**src/rtl/vpr_pkg.sv**
```systemverilog
package vpr_pkg;
   localparam int unsigned IDX_W = 3;
   localparam logic [7:0] OFS_CFG = 8'h10;
   localparam logic [7:0] OFS_RDR = 8'h18;
   localparam logic [7:0] OFS_BOOT = 8'h20;

   typedef enum logic [1:0] {
      WIN_NONE  = 2'd0,
      WIN_LOCAL = 2'd1,
      WIN_REMOTE = 2'd2
   } win_e;

   typedef enum logic [1:0] {
      SEL_NONE = 2'd0,
      SEL_CFG  = 2'd1,
      SEL_RDR  = 2'd2,
      SEL_BOOT = 2'd3
   } sel_e;
endpackage

```
**src/rtl/vpr_win_decode.sv**
```systemverilog
module vpr_win_decode
   import vpr_pkg::*;
#(
   parameter int unsigned ADDR_W = 16
) (
   input  logic [ADDR_W-1:0] addr,
   output win_e              win,
   output sel_e              rsel
);
   if (ADDR_W < 15) begin : g_bad_addr
      $error("vpr_win_decode: ADDR_W must be at least 15");
   end

   always_comb begin
      unique case ({addr[14], addr[13]})
         2'b01:   win = WIN_LOCAL;
         2'b10:   win = WIN_REMOTE;
         default: win = WIN_NONE;
      endcase
   end

   always_comb begin
      rsel = SEL_NONE;
      if (win != WIN_NONE) begin
         unique case (addr[7:0])
            OFS_CFG:  rsel = SEL_CFG;
            OFS_RDR:  rsel = SEL_RDR;
            OFS_BOOT: rsel = SEL_BOOT;
            default:  rsel = SEL_NONE;
         endcase
      end
   end
endmodule

```
**src/rtl/vpr_route.sv**
```systemverilog
module vpr_route
   import vpr_pkg::*;
#(
   parameter int unsigned NUM_VP = 4
) (
   input  logic [IDX_W-1:0]        req_id,
   input  win_e                    win,
   input  logic [NUM_VP*IDX_W-1:0] rdr_flat,
   output logic [IDX_W-1:0]        tgt,
   output logic                    tgt_ok
);
   logic [IDX_W-1:0] own_rdr;
   logic             req_ok;

   always_comb begin
      own_rdr = '0;
      for (int i = 0; i < NUM_VP; i++) begin
         if (int'(req_id) == i) own_rdr = rdr_flat[i*IDX_W +: IDX_W];
      end
   end

   assign req_ok = int'(req_id) < NUM_VP;
   assign tgt    = (win == WIN_REMOTE) ? own_rdr : req_id;
   assign tgt_ok = req_ok && (win != WIN_NONE) && (int'(tgt) < NUM_VP);
endmodule

```
**src/rtl/vpr_vp_bank.sv**
```systemverilog
module vpr_vp_bank
   import vpr_pkg::*;
#(
   parameter int unsigned DATA_W  = 32,
   parameter int unsigned VEC_LSB = 12,
   parameter logic [DATA_W-1:0] RST_VEC = 32'hBFC0_0000
) (
   input  logic               clk,
   input  logic               rst_n,
   input  logic               we_rdr,
   input  logic               we_boot,
   input  logic [DATA_W-1:0]  wdata,
   output logic [IDX_W-1:0]   rdr_q,
   output logic [DATA_W-1:0]  boot_q
);
   localparam int unsigned KEEP_W = DATA_W - VEC_LSB;

   logic [KEEP_W-1:0] base_q;

   if (VEC_LSB == 0 || VEC_LSB >= DATA_W) begin : g_bad_align
      $error("vpr_vp_bank: VEC_LSB must lie in 1..DATA_W-1");
   end

   always_ff @(posedge clk) begin
      if (!rst_n) begin
         rdr_q  <= '0;
         base_q <= RST_VEC[DATA_W-1:VEC_LSB];
      end else begin
         if (we_rdr)  rdr_q  <= wdata[IDX_W-1:0];
         if (we_boot) base_q <= wdata[DATA_W-1:VEC_LSB];
      end
   end

   assign boot_q = {base_q, {VEC_LSB{1'b0}}};


   boot_only_on_write_chk: assert property (@(posedge clk) disable iff (!rst_n)
      (boot_q != $past(boot_q)) |-> $past(we_boot));
endmodule

```
**src/rtl/vp_ctl_regs.sv**
```systemverilog
module vp_ctl_regs
   import vpr_pkg::*;
#(
   parameter int unsigned NUM_VP  = 4,
   parameter int unsigned ADDR_W  = 16,
   parameter int unsigned DATA_W  = 32,
   parameter int unsigned VEC_LSB = 12,
   parameter logic [DATA_W-1:0] RST_VEC = 32'hBFC0_0000
) (
   input  logic                     clk,
   input  logic                     rst_n,
   input  logic                     bus_valid,
   input  logic                     bus_write,
   input  logic [IDX_W-1:0]         bus_req_id,
   input  logic [ADDR_W-1:0]        bus_addr,
   input  logic [DATA_W-1:0]        bus_wdata,
   output logic [DATA_W-1:0]        bus_rdata,
   output logic [NUM_VP*DATA_W-1:0] boot_vec
);
   localparam logic [DATA_W-1:0] CFG_VAL = DATA_W'(NUM_VP - 1);

   if (NUM_VP < 1 || NUM_VP > 8) begin : g_bad_count
      $error("vp_ctl_regs: NUM_VP must lie in 1..8");
   end
   if (DATA_W < 8) begin : g_bad_width
      $error("vp_ctl_regs: DATA_W must be at least 8");
   end

   win_e                    win;
   sel_e                    rsel;
   logic [IDX_W-1:0]        tgt;
   logic                    tgt_ok;
   logic [NUM_VP*IDX_W-1:0] rdr_flat;
   logic [DATA_W-1:0]       boot_arr [NUM_VP];
   logic [NUM_VP-1:0]       we_rdr_v, we_boot_v;
   logic                    wr_go, rd_go;
   logic [DATA_W-1:0]       rd_nxt, rdata_q;
   logic [IDX_W-1:0]        tgt_rdr;
   logic [DATA_W-1:0]       tgt_boot;

   vpr_win_decode #(.ADDR_W(ADDR_W)) dec_i (
      .addr (bus_addr),
      .win  (win),
      .rsel (rsel)
   );

   vpr_route #(.NUM_VP(NUM_VP)) route_i (
      .req_id   (bus_req_id),
      .win      (win),
      .rdr_flat (rdr_flat),
      .tgt      (tgt),
      .tgt_ok   (tgt_ok)
   );

   assign wr_go = bus_valid &&  bus_write && tgt_ok;
   assign rd_go = bus_valid && !bus_write && tgt_ok;

   for (genvar g = 0; g < NUM_VP; g++) begin : g_vp
      assign we_rdr_v[g]  = wr_go && (int'(tgt) == g) && (rsel == SEL_RDR);
      assign we_boot_v[g] = wr_go && (int'(tgt) == g) && (rsel == SEL_BOOT);

      vpr_vp_bank #(
         .DATA_W  (DATA_W),
         .VEC_LSB (VEC_LSB),
         .RST_VEC (RST_VEC)
      ) bank_i (
         .clk     (clk),
         .rst_n   (rst_n),
         .we_rdr  (we_rdr_v[g]),
         .we_boot (we_boot_v[g]),
         .wdata   (bus_wdata),
         .rdr_q   (rdr_flat[g*IDX_W +: IDX_W]),
         .boot_q  (boot_arr[g])
      );

      assign boot_vec[g*DATA_W +: DATA_W] = boot_arr[g];
   end

   always_comb begin
      tgt_rdr  = '0;
      tgt_boot = '0;
      for (int i = 0; i < NUM_VP; i++) begin
         if (int'(tgt) == i) begin
            tgt_rdr  = rdr_flat[i*IDX_W +: IDX_W];
            tgt_boot = boot_arr[i];
         end
      end
   end

   always_comb begin
      rd_nxt = '0;
      if (rd_go) begin
         unique case (rsel)
            SEL_CFG:  rd_nxt = CFG_VAL;
            SEL_RDR:  rd_nxt = DATA_W'(tgt_rdr);
            SEL_BOOT: rd_nxt = tgt_boot;
            default:  rd_nxt = '0;
         endcase
      end
   end

   always_ff @(posedge clk) begin
      if (!rst_n) rdata_q <= '0;
      else        rdata_q <= rd_nxt;
   end

   assign bus_rdata = rdata_q;


   idle_rdata_zero_chk: assert property (@(posedge clk) disable iff (!rst_n)
      !$past(bus_valid && !bus_write) |-> (bus_rdata == '0));


   bad_target_rdata_zero_chk: assert property (@(posedge clk) disable iff (!rst_n)
      $past(bus_valid && !tgt_ok) |-> (bus_rdata == '0));


   boot_low_zero_chk: assert property (@(posedge clk) disable iff (!rst_n)
      $past(rd_go && rsel == SEL_BOOT) |-> (bus_rdata[VEC_LSB-1:0] == '0));


   rdr_upper_zero_chk: assert property (@(posedge clk) disable iff (!rst_n)
      $past(rd_go && rsel == SEL_RDR) |-> (bus_rdata[DATA_W-1:IDX_W] == '0));


   one_bank_write_chk: assert property (@(posedge clk) disable iff (!rst_n)
      $onehot0({we_rdr_v, we_boot_v}));
endmodule

```
**config.mk**
```make
export PLATFORM = sky130hd
export DESIGN_NAME = vp_ctl_regs
export DESIGN_NICKNAME = d
export VERILOG_FILES = /design/src/rtl/vpr_pkg.sv /design/src/rtl/vpr_win_decode.sv /design/src/rtl/vpr_route.sv /design/src/rtl/vpr_vp_bank.sv /design/src/rtl/vp_ctl_regs.sv
export SDC_FILE = /design/constraint.sdc
export NUM_CORES = 1
export LEC_CHECK = 0
export BUFFER_PORTS_ARGS = -buffer_cell sky130_fd_sc_hd__buf_2
export CORE_UTILIZATION = 49
export CTS_CLUSTER_DIAMETER = 50
export DETAILED_ROUTE_END_ITERATION = 6
export GPL_ROUTABILITY_DRIVEN = 0
export PLACE_DENSITY_LB_ADDON = 0.12
export REMOVE_ABC_BUFFERS = 1
export SLEW_MARGIN = 20
export SYNTH_ARGS = -nofsm -noshare
export SYNTH_HDL_FRONTEND = slang
export SYNTH_SLANG_ARGS = --single-unit
```
**constraint.sdc**
```tcl
create_clock -name clk -period 2.3 [get_ports clk]
set_input_delay 0.345 -clock clk [delete_from_list [all_inputs] [get_ports clk]]
set_output_delay 0.345 -clock clk [all_outputs]
set_load 0.1 [all_outputs]
```
=== Word level (Yosys, flattened, before mapping) ===
Cells that the tools add are included.
W data, S select, Z words.

* Bits in registers: 124
* Input bits: 55
* Output and inout port bits: 160

* Order comparisons: 2
* Equal/unequal tests: 15
* Muxes and demuxes: 17
* Reduce and logical (&&, ||, !) cells: 23

{| class="wikitable"
|+ Operators with widths
! kind !! count
|-
| $mux W32 || 4
|-
| $pmux W32 S3 || 1
|-
| $mux W3 || 9
|-
| $logic_and A1 B1 Y1 || 18
|-
| $eq A8 B5 Y1 const B || 2
|-
| $eq A3 B3 Y1 const B || 4
|-
| $eq A2 B2 Y1 const B || 4
|-
| $eq A8 B6 Y1 const B || 1
|-
| $eq A3 B2 Y1 const B || 2
|-
| $logic_not A3 Y1 || 2
|-
| $lt A3 B3 Y1 const B || 2
|-
| $pmux W2 S3 || 1
|-
| $eq A2 B1 Y1 const B || 2
|-
| $pmux W2 S2 || 1
|-
| $mux W2 || 1
|-
| $reduce_and A2 Y1 || 1
|-
| $reduce_bool A2 Y1 || 1
|-
| $logic_not A1 Y1 || 1
|}

=== Depth between registers and ports, before layout ===
Gate-level depths: netlist (run 1).

* Depth in word-level cells: 12
* Mapped depth: 9
* Gate-level depth less buffers: 7

=== Hierarchy ===
From an unflattened synthesis (run 1), not the netlist that was laid out.

* Cell total of the unflattened synthesis: 525
* Area total of the unflattened synthesis: 5901.9 um^2

{| class="wikitable"
|+ By module, submodules not included
! module !! times used !! cells each !! area each (um^2) !! sequential area each (um^2)
|-
| vpr_vp_bank || 4 || 86 || 937.1 || 460.4
|-
| vp_ctl_regs || 1 || 149 || 1913.1 || 640.6
|-
| vpr_route || 1 || 21 || 145.1 || 0.0
|-
| vpr_win_decode || 1 || 11 || 95.1 || 0.0
|}

=== Least setup slack after synthesis (run 1) ===
Ideal clock, no wire load.

* Path kind: input -> register
* From: input port bus_addr[13]
* To: register rdata_q[23] (netlist: bus_rdata[23])
* Library setup time: 0.095 ns
* Data arrival time: 1.963 ns
* Required time: 2.205 ns
* Slack: 0.242 ns
* Cell stages on the path: 9
* Path buffers: 2
* Path through: inv_1 -> ha_1 -> or3b_1 -> nor2_2 -> nor3_1 -> buf_4 -> buf_4 -> mux2i_1 -> a221oi_1

* Word-level cells in the longest chain between the ends: 10
* Elaborated cells on any way between the ends: 24
* Classes of those cells: 1 x order compare; 9 x eq/ne; 8 x mux; 6 x reduce/logical

{| class="wikitable"
|+ RTL lines
! element !! line !! text
|-
| start, declared || vp_ctl_regs.sv:15 || <nowiki>input logic [ADDR_W-1:0] bus_addr,</nowiki>
|-
| $eq A2 B2 Y1 / $eq A2 B1 Y1 (equally long branches) || vpr_win_decode.sv:15 || <nowiki>unique case ({addr[14], addr[13]})</nowiki>
|-
| $pmux W2 S2 (*) || vpr_win_decode.sv:15 ||
|-
| $eq A2 B2 Y1 || vpr_route.sv:23 || <nowiki>assign tgt = (win == WIN_REMOTE) ? own_rdr : req_id;</nowiki>
|-
| $mux W3 || vpr_route.sv:23 ||
|-
| $logic_not A3 Y1 || vp_ctl_regs.sv:83 || <nowiki>if (int'(tgt) == i) begin</nowiki>
|-
| $mux W32 (4 in a row) || vp_ctl_regs.sv:83 ||
|-
| $pmux W32 S3 || vp_ctl_regs.sv:93 || <nowiki>unique case (rsel)</nowiki>
|-
| end signal, assigned || vp_ctl_regs.sv:104 || <nowiki>else rdata_q <= rd_nxt;</nowiki>
|-
| end, declared || vp_ctl_regs.sv:37 || <nowiki>logic [DATA_W-1:0] rd_nxt, rdata_q;</nowiki>
|}

Every way passes the cells marked *; elsewhere a longest branch is shown, timed or not.
A chain may end at the register's enable or synchronous reset.

=== Worst setup path after layout (run 1) ===
* From: register g_vp[3].bank_i.rdr_q[2]
* To: register g_vp[2].bank_i.base_q[15]

* Word-level cells in the longest chain between the ends: 7
* Elaborated cells on any way between the ends: 8
* Classes of those cells: 1 x order compare; 1 x eq/ne; 2 x mux; 4 x reduce/logical

{| class="wikitable"
|+ RTL lines
! element !! line !! text
|-
| start, declared || vpr_vp_bank.sv:13 || <nowiki>output logic [IDX_W-1:0] rdr_q,</nowiki>
|-
| start signal, assigned || vpr_vp_bank.sv:29 || <nowiki>if (we_rdr) rdr_q <= wdata[IDX_W-1:0];</nowiki>
|-
| $mux W3 (*) || vpr_route.sv:18 || <nowiki>if (int'(req_id) == i) own_rdr = rdr_flat[i*IDX_W +: IDX_W];</nowiki>
|-
| $mux W3 (*) || vpr_route.sv:23 ||
|-
| $lt A3 B3 Y1 || vpr_route.sv:24 || <nowiki>assign tgt_ok = req_ok && (win != WIN_NONE) && (int'(tgt) < NUM_VP);</nowiki>
|-
| $logic_and A1 B1 Y1 || vpr_route.sv:24 ||
|-
| $logic_and A1 B1 Y1 || vp_ctl_regs.sv:55 || <nowiki>assign wr_go = bus_valid && bus_write && tgt_ok;</nowiki>
|-
| $logic_and A1 B1 Y1 (*) (2 in a row) || vp_ctl_regs.sv:60 || <nowiki>assign we_boot_v[g] = wr_go && (int'(tgt) == g) && (rsel == SEL_BOOT);</nowiki>
|-
| end signal, assigned || vpr_vp_bank.sv:27 || <nowiki>base_q <= RST_VEC[DATA_W-1:VEC_LSB];</nowiki>
|-
| end signal, assigned || vpr_vp_bank.sv:30 || <nowiki>if (we_boot) base_q <= wdata[DATA_W-1:VEC_LSB];</nowiki>
|-
| end, declared || vpr_vp_bank.sv:18 || <nowiki>logic [KEEP_W-1:0] base_q;</nowiki>
|}

Marked as above.

==> summary.md, run 1 <==
| Metric | Value |
|---|---|
| Worst Skew | `approximately 17 ps` |
| CTS tree | `done` |
| Wire length of the first global-routing pass | `21400 µm` |
| Sum of routed wire length over all layers | `around 14000 µm` |
| Leakage | `~3.5 nW` |
| Post-CTS Repair Setup Buffers | `0` |
| Crit share post-route | `about nine tenths` |
| Warnings from Yosys | `0` |
| Hold Fails Final Rpt | `0` |
| Type of the most critical hold path | `in -> reg` |
| Remaining routing DRC violations | `0` |
| Peak supply drop | `about 0.00042 V` |
| Die Wd | `108 µm` |
| Most used flip-flop cell after synthesis | `sky130_fd_sc_hd__dfxtp_1` |
| Die Span Y | `approximately 110 µm` |
| Setup repair after global routing missed its margin | `false` |
| Flop and latch count out of synthesis | `~120` |
| Fin Setup TNS | `0 ps` |
| Sequential share of power | `between 30 and 40%` |
| Tightest Pin Transition | `821 ps` |
| Area of the core region | `around 11000 µm²` |
| Data required, critical path | `2680 ps` |
| Via/cell ratio | `5.11` |
| Highest attainable clock frequency | `between 400 and 500 MHz` |
| Comb pwr share | `13.6%` |
| N_diodes | `0` |
| Area occupied by multi-input gates | `approximately 2700 µm²` |
| Clock transition at path regs | `around 60 ps` |
| GRT overflow | `0` |
| Fraction of layout cells with a size suffix above 1 | `29.6%` |
| Net count reported at finish | `770` |
| HPWL after DPL | `approximately 9500 µm` |
| Number of instances in the synthesized netlist | `around 560` |
| Antenna violation net count after detailed routing | `0` |
| Cell internal power dissipation | `between 0.003 and 0.004 W` |
| Async S/R FF share, synth | `0%` |
| Status | `complete, no violations` |
| Sequential area share after synthesis | `42.2%` |
| Setup WS pre-CTS | `-249 ps` |
| Cell area after synthesis | `5450 µm²` |
| Final setup viols | `0` |
| Synthesized area per cell | `9.72 µm²` |
| Total routing resource utilization after global routing | `between 20% and 30%` |
| Post-cts hold buffer count | `0` |
| Initial core utilization | `50.3%` |
| Number of max-cap violations | `0` |
| Clock power share | `roughly 47%` |
| Detailed-route wire length per cell | `roughly 16 µm` |
| Number of inserted filler cells in the final layout | `just under 1000` |
| Vias in the first global route | `4176` |
| Max H-tree Level | `4` |
| PnR worst setup slack | `about 200 ps` |
| Max_slew headroom | `between 40% and 50%` |
| Std cell rows | `38` |
| CP max FO | `13` |
| Critical path launch point type | `register` |
| Latest clock arrival within the worst-skew pair | `520 ps` |
| DIE AREA | `roughly 12000 µm²` |
| Via Count | `between 4000 and 5000` |
| Final Slew Violations | `0` |
| Power per standard cell area | `roughly 740 nW/µm²` |
| Area growth, synth to finish | `25.5%` |
| Ports placed on the boundary | `about 220` |
| Minimum clock period after layout | `2100 ps` |
| Crit end category | `register` |
| PortBufs | `approximately 140` |
| CTS Root Buffer Type | `sky130_fd_sc_hd__clkbuf_8` |
| Starting DRC count in detailed routing | `between 150 and 200` |
| Count of TritonRoute iterations in the first routing pass | `5` |
| Post-synth EDFFs | `0` |
| Arr. time, crit path | `about 2500 ps` |
| Unique masters post-synth | `37` |
| Net switching power | `approximately 0.0014 W` |
| TritonCTS Sinks | `between 100 and 150` |
| Critical path class | `reg -> reg` |
| Worst reg-to-reg setup slack | `200 ps` |
| Maximum count of clock buffers along a single path | `2` |
| Initial antenna violation count | `0` |
| Proportion of total power due to net switching | `between 20 and 30%` |
| Largest net degree at the start of global routing | `between 70 and 80` |
| TritonCTS buffer count | `17` |
| Area occupied by registers | `2300 µm²` |
==> Yosys cell counts, drive strengths merged, types with 3 or more instances <==
library cell | n | share of area, %
dfxtp | 115 | 42
a221oi | 21 | 4.1
a211oi | 3 | 0.50
nor2b | 48 | 5.5
inv | 5 | 0.34
nand3 | 10 | 0.92
a21oi | 22 | 2.0
mux2i | 120 | 22
nor3 | 4 | 0.46
buf | 79 | 11
clkbuf | 16 | 1.1
nand2 | 95 | 6.5
nor2 | 3 | 0.25
==> cell type report <==
class,count,area share (%)
Tap cell,140,2.56
Inverter,5,0.274
Timing Repair Buffer,173,16.0
Multi-Input combinational cell,402,39.8
Sequential cell,115,33.6
Clock buffer,22,6.47
Clock inverter,7,1.24
==> cells in the final DEF, fill, tap and decap left out, types with 2 or more instances in the layout <==
cell type                   Yosys  layout
sky130_fd_sc_hd__buf_4         69      20
sky130_fd_sc_hd__a211oi_1       2       2
sky130_fd_sc_hd__bufinv_16      0       2
sky130_fd_sc_hd__dfxtp_1      115     115
sky130_fd_sc_hd__mux2i_1      120     120
sky130_fd_sc_hd__clkbuf_8       0       2
sky130_fd_sc_hd__nand3_2        0       4
sky130_fd_sc_hd__buf_2          8     141
sky130_fd_sc_hd__clkbuf_16      0      16
sky130_fd_sc_hd__clkbuf_1      16       4
sky130_fd_sc_hd__inv_1          5       5
sky130_fd_sc_hd__clkinv_2       0       5
sky130_fd_sc_hd__a221oi_2       6       6
sky130_fd_sc_hd__nand3b_1       2       2
sky130_fd_sc_hd__a221oi_1      15      15
sky130_fd_sc_hd__nand3_1       10       6
sky130_fd_sc_hd__nor2_1         2       2
sky130_fd_sc_hd__nor2b_1       48      48
sky130_fd_sc_hd__conb_1         1      57
sky130_fd_sc_hd__a311oi_1       2       2
sky130_fd_sc_hd__buf_12         2      12
sky130_fd_sc_hd__nor3_1         3       2
sky130_fd_sc_hd__a21oi_1       22      22
sky130_fd_sc_hd__nand2_1       95      95
==> power groups by stage <==
stage	clock network, W	logic [W]	registers, W
final	0.00237	0.000688	0.00199
after global routing	0.00251	0.000714	0.00199
after global placement	0	0.000676	0.00204
after detailed placement	0	0.000682	0.00204
after floorplan	0	0.000521	0.00204
after CTS	0.00241	0.000684	0.00199
==> sequential cells by signal, indices dropped and copies added (netlist names) <==
signal              count
g_vp.bank_i.base_q     80
bus_rdata              23
g_vp.bank_i.rdr_q      12
==> per-stage QoR <==
| step | total power, W | util (%) | cell area [µm²] | hold slack (ps) | instances |
|---|---|---|---|---|---|
| after floorplan | 0.00256 | - | 5010 | 447 | 522 |
| after global placement | 0.00271 | 58.2 | 6310 | 459 | 835 |
| after detailed placement | 0.00272 | 58.2 | 6310 | 470 | 835 |
| after CTS | 0.00509 | 63.1 | 6840 | 120 | 864 |
| after global routing | 0.00522 | 63.1 | 6840 | 126 | 864 |
| final | 0.00505 | 63.1 | 6840 | 127 | 864 |
==> kinds of logic after synthesis <==
kind of cell	share of synthesized area [%]
AND/OR/NAND/NOR	15.3
multiplexers	22.0
flip-flops	42.2
buffers and inverters	12.4
AO/OA/AOI/OAI	7.73
adder cells (fa/ha/maj)	0.229
other	0.0688
==> critical path: stages, from the launching register on <==
cell and delay [ps]:
sky130_fd_sc_hd__dfxtp_1 330, sky130_fd_sc_hd__mux2i_1 210, sky130_fd_sc_hd__o32ai_2 110, sky130_fd_sc_hd__nor3_1 680
sky130_fd_sc_hd__nand3_2 260, sky130_fd_sc_hd__buf_12 240, sky130_fd_sc_hd__mux2i_1 120
==> routing by layer <==
metal | vias to the layer above | routed length, µm | track usage, %
li1 | 2123 | - | -
met1 | 2109 | 6080 | 30.2
met2 | 162 | 6630 | 39.9
met3 | 17 | 896 | 7.14
met4 | 0 | 149 | 8.12
met5 | - | 0 | 0
==> path summary, 6_finish.rpt <==
path,depth (start not counted),from,to
worst max register to register,6,g_vp[3].bank_i.rdr_q[2],g_vp[2].bank_i.base_q[15]
worst max-delay path,6,g_vp[3].bank_i.rdr_q[2],g_vp[2].bank_i.base_q[15]
worst min register to register,2,g_vp[1].bank_i.base_q[6],g_vp[1].bank_i.base_q[6]
worst min-delay path,3,bus_wdata[23],g_vp[1].bank_i.base_q[11]
==> timing repair <==
action,in CTS,in global routing
endpoints found under the setup margin,0,38
resized for setup,0,1
endpoints found under the hold margin,0,0
(Power assumes the default switching activity.)
==> run 2, diff against run 1 <==
Settings changed: CORE_UTILIZATION 49 to 53.
Clock period 2.3 ns to 2.48 ns, I/O delays scaled along.
==> run 2 against run 1 <==
  * Flip-flop and latch count unchanged
  * Clock skew shrank 5.9 ps
  * Cell area shrank 0.44%
  * Non-clock buffer count decreased by 7
  * Utilization rose by 5.9 points
  * Register-to-register slack improved by 220 ps
  * Largest power group unchanged
  * Highest routed layer unchanged
==> summary.md, run 2 (same netlist as run 1, synthesis figures left out) <==
| Metric | Value |
|---|---|
| Status | `complete, no violations` |
| TritonCTS Sinks | `115` |
| Type of the most critical hold path | `in -> reg` |
| HPWL after DPL | `between 9000 and 10000 µm` |
| Logic depth of the worst setup path including buffers | `6` |
| Worst Skew | `between 10 and 15 ps` |
| Worst reg-to-reg setup slack | `410 ps` |
| DIE AREA | `between 10000 and 15000 µm²` |
| Critical path origin | `g_vp[3].bank_i.rdr_q[2]` |
| Number of inserted filler cells in the final layout | `roughly 790` |
| Flip-flop count of the largest register, all copies and words added | `80` |
| Final setup viols | `0` |
| Launch instance of the worst register-to-register path | `g_vp[3].bank_i.rdr_q[2]` |
| Final core occ | `69.1%` |
| Cell repeated most along the worst path | `sky130_fd_sc_hd__mux2i_1` |
| Post-route design area | `just under 7000 µm²` |
| Starting DRC count in detailed routing | `approximately 130` |
| Net count reported at finish | `763` |
| Critical path class | `reg -> reg` |
| GRT overflow | `0` |
| Met3 Usage GRT | `7.19%` |
| Post_cts resized | `0` |
| Most common cell after layout, fill and taps aside | `sky130_fd_sc_hd__buf_2` |
| Total routing resource utilization after global routing | `25.2%` |
| Post-CTS Repair Setup Buffers | `0` |
| Largest net degree at the start of global routing | `60` |
| Fraction of layout cells with a size suffix above 1 | `approximately 30%` |
| CP max FO | `10` |
| Count of TritonRoute iterations in the first routing pass | `5` |
| Peak supply drop | `around 0.00042 V` |
| Worst stage delay on the critical path | `between 600 and 700 ps` |
| Commonest cells after routing, fill and taps aside | `sky130_fd_sc_hd__buf_2, sky130_fd_sc_hd__mux2i_1, sky130_fd_sc_hd__dfxtp_1, sky130_fd_sc_hd__nand2_1, sky130_fd_sc_hd__conb_1` |
| Bufs and invs on worst path | `1` |
| Power per standard cell area | `710 nW/µm²` |
| Met2 usage in global routing | `about 42%` |
| Via Count | `~4400` |
| N_diodes | `0` |
| Highest attainable clock frequency | `around 480 MHz` |
| Post-cts hold buffer count | `0` |
| Crit end category | `register` |
| Cells along the critical path | `mux2i_1 > o32ai_2 > nor3_1 > nand3_2 > buf_12 > mux2i_1` |
| Maximum count of clock buffers along a single path | `2` |
| Critical path launch point type | `register` |
| Initial core utilization | `55.3%` |
| Die Span Y | `between 100 and 150 µm` |
| Number of max-cap violations | `0` |
| Area growth, synth to finish | `24.9%` |
| Hold Fails Final Rpt | `0` |
| Clock transition at path regs | `approximately 60 ps` |
| Register containing the most flip-flops in the final layout | `g_vp.bank_i.base_q` |
| Std cell rows | `36` |
| Initial antenna violation count | `0` |
| Minimum clock period after layout | `between 2000 and 2500 ps` |
| Sum of routed wire length over all layers | `13300 µm` |
| Max H-tree Level | `4` |
| Post-layout power | `between 0.004 and 0.005 W` |
| Placed cell areas | `slightly above 6000 µm²` |
| Data required, critical path | `approximately 2900 ps` |
| Worst Reg-to-Reg Cells | `6` |
| Max_slew headroom | `between 40% and 50%` |
| Crit share post-route | `a little over four fifths` |
| Antenna violation net count after detailed routing | `0` |
| Remaining routing DRC violations | `0` |
| Area occupied by registers | `about 2300 µm²` |
| Area occupied by multi-input gates | `roughly 2700 µm²` |
| Area of the core region | `between 9000 and 10000 µm²` |
| Final Slew Violations | `0` |
| Met1 Use GR | `between 30% and 40%` |
| Via/cell ratio | `about 5.1` |
| Endpoint of the worst setup timing path | `g_vp[1].bank_i.base_q[16]` |
| Ports placed on the boundary | `~220` |
| Leakage | `3.52 nW` |
| Arr. time, crit path | `between 2000 and 2500 ps` |
| CTS tree | `done` |
| Die Wd | `~100 µm` |
| Setup repair after global routing missed its margin | `false` |
| PortBufs | `about 140` |
| Tightest Pin Transition | `about 800 ps` |
| Detailed-route wire length per cell | `about 16 µm` |
| Wire length of the first global-routing pass | `between 20000 and 25000 µm` |
| GRT busiest layer | `met2` |
| Latest clock arrival within the worst-skew pair | `between 500 and 600 ps` |
| Vias in the first global route | `4026` |
| Largest delay contributor family on the critical path | `simple AND/OR/NAND/NOR gates` |
| CTS Root Buffer Type | `sky130_fd_sc_hd__clkbuf_8` |
| TritonCTS buffer count | `17` |
| Reg-to-reg critical path endpoint | `g_vp[1].bank_i.base_q[16]` |
| Start point of the worst min-delay path | `bus_wdata[22]` |
| Slowest stage cell on the critical path | `sky130_fd_sc_hd__nor3_1` |
## run 2: cell types whose count changed in the layout (fill, tap and decap cells not counted), moves of 2 or more
cell,delta
sky130_fd_sc_hd__buf_4,-7
sky130_fd_sc_hd__clkbuf_1,-3
sky130_fd_sc_hd__inv_6,+5
sky130_fd_sc_hd__clkinv_4,+2
sky130_fd_sc_hd__clkinv_2,-4
sky130_fd_sc_hd__clkinvlp_4,+3
## run 2: worst min-delay path by stage
stage / end / depth (start not counted)
floorplan: g_vp[3].bank_i.rdr_q[2] / 2
global placement: g_vp[3].bank_i.base_q[9] / 2
detailed placement: g_vp[1].bank_i.base_q[9] / 2
CTS: g_vp[2].bank_i.base_q[10] / 3
global route: g_vp[2].bank_i.base_q[10] / 3
finish: g_vp[2].bank_i.base_q[10] / 3
## run 2: where the power goes
part	internal, W	switching (W)
combinational	0.0000972	0.000520
clock	0.00147	0.000903
sequential	0.00185	0.0000000809
total	0.00342	0.00142
## run 2: routing by layer
metal	up-vias	part of all wire, %
li1	2110	-
met1	2085	43
met2	165	49
met3	16	6.7
met4	0	1.4
met5	-	0
## run 2: stage by stage
stage                     setup WS, ps  TNS, ps  instances  hold WS [ps]
after floorplan                  -2950  -171650        522           447
after global placement           -53.0    -2990        821           458
after detailed placement          -132    -7640        821           465
after CTS                          386        0        853           149
after global routing               315        0        853           138
final                              413        0        853           152
## run 2: tightest hold or removal path: stages
cell and delay, ps:
sky130_fd_sc_hd__buf_2 80, sky130_fd_sc_hd__nor2b_1 60, sky130_fd_sc_hd__mux2i_1 110
## run 2: final cells by class
cell class	count	area share [%]
multi-input cells	402	39.9
flip-flops and latches	115	33.8
repair buffers	166	15.1
clock buffers	19	6.33
well taps	133	2.44
clock inverters	13	2.19
inverters	5	0.275
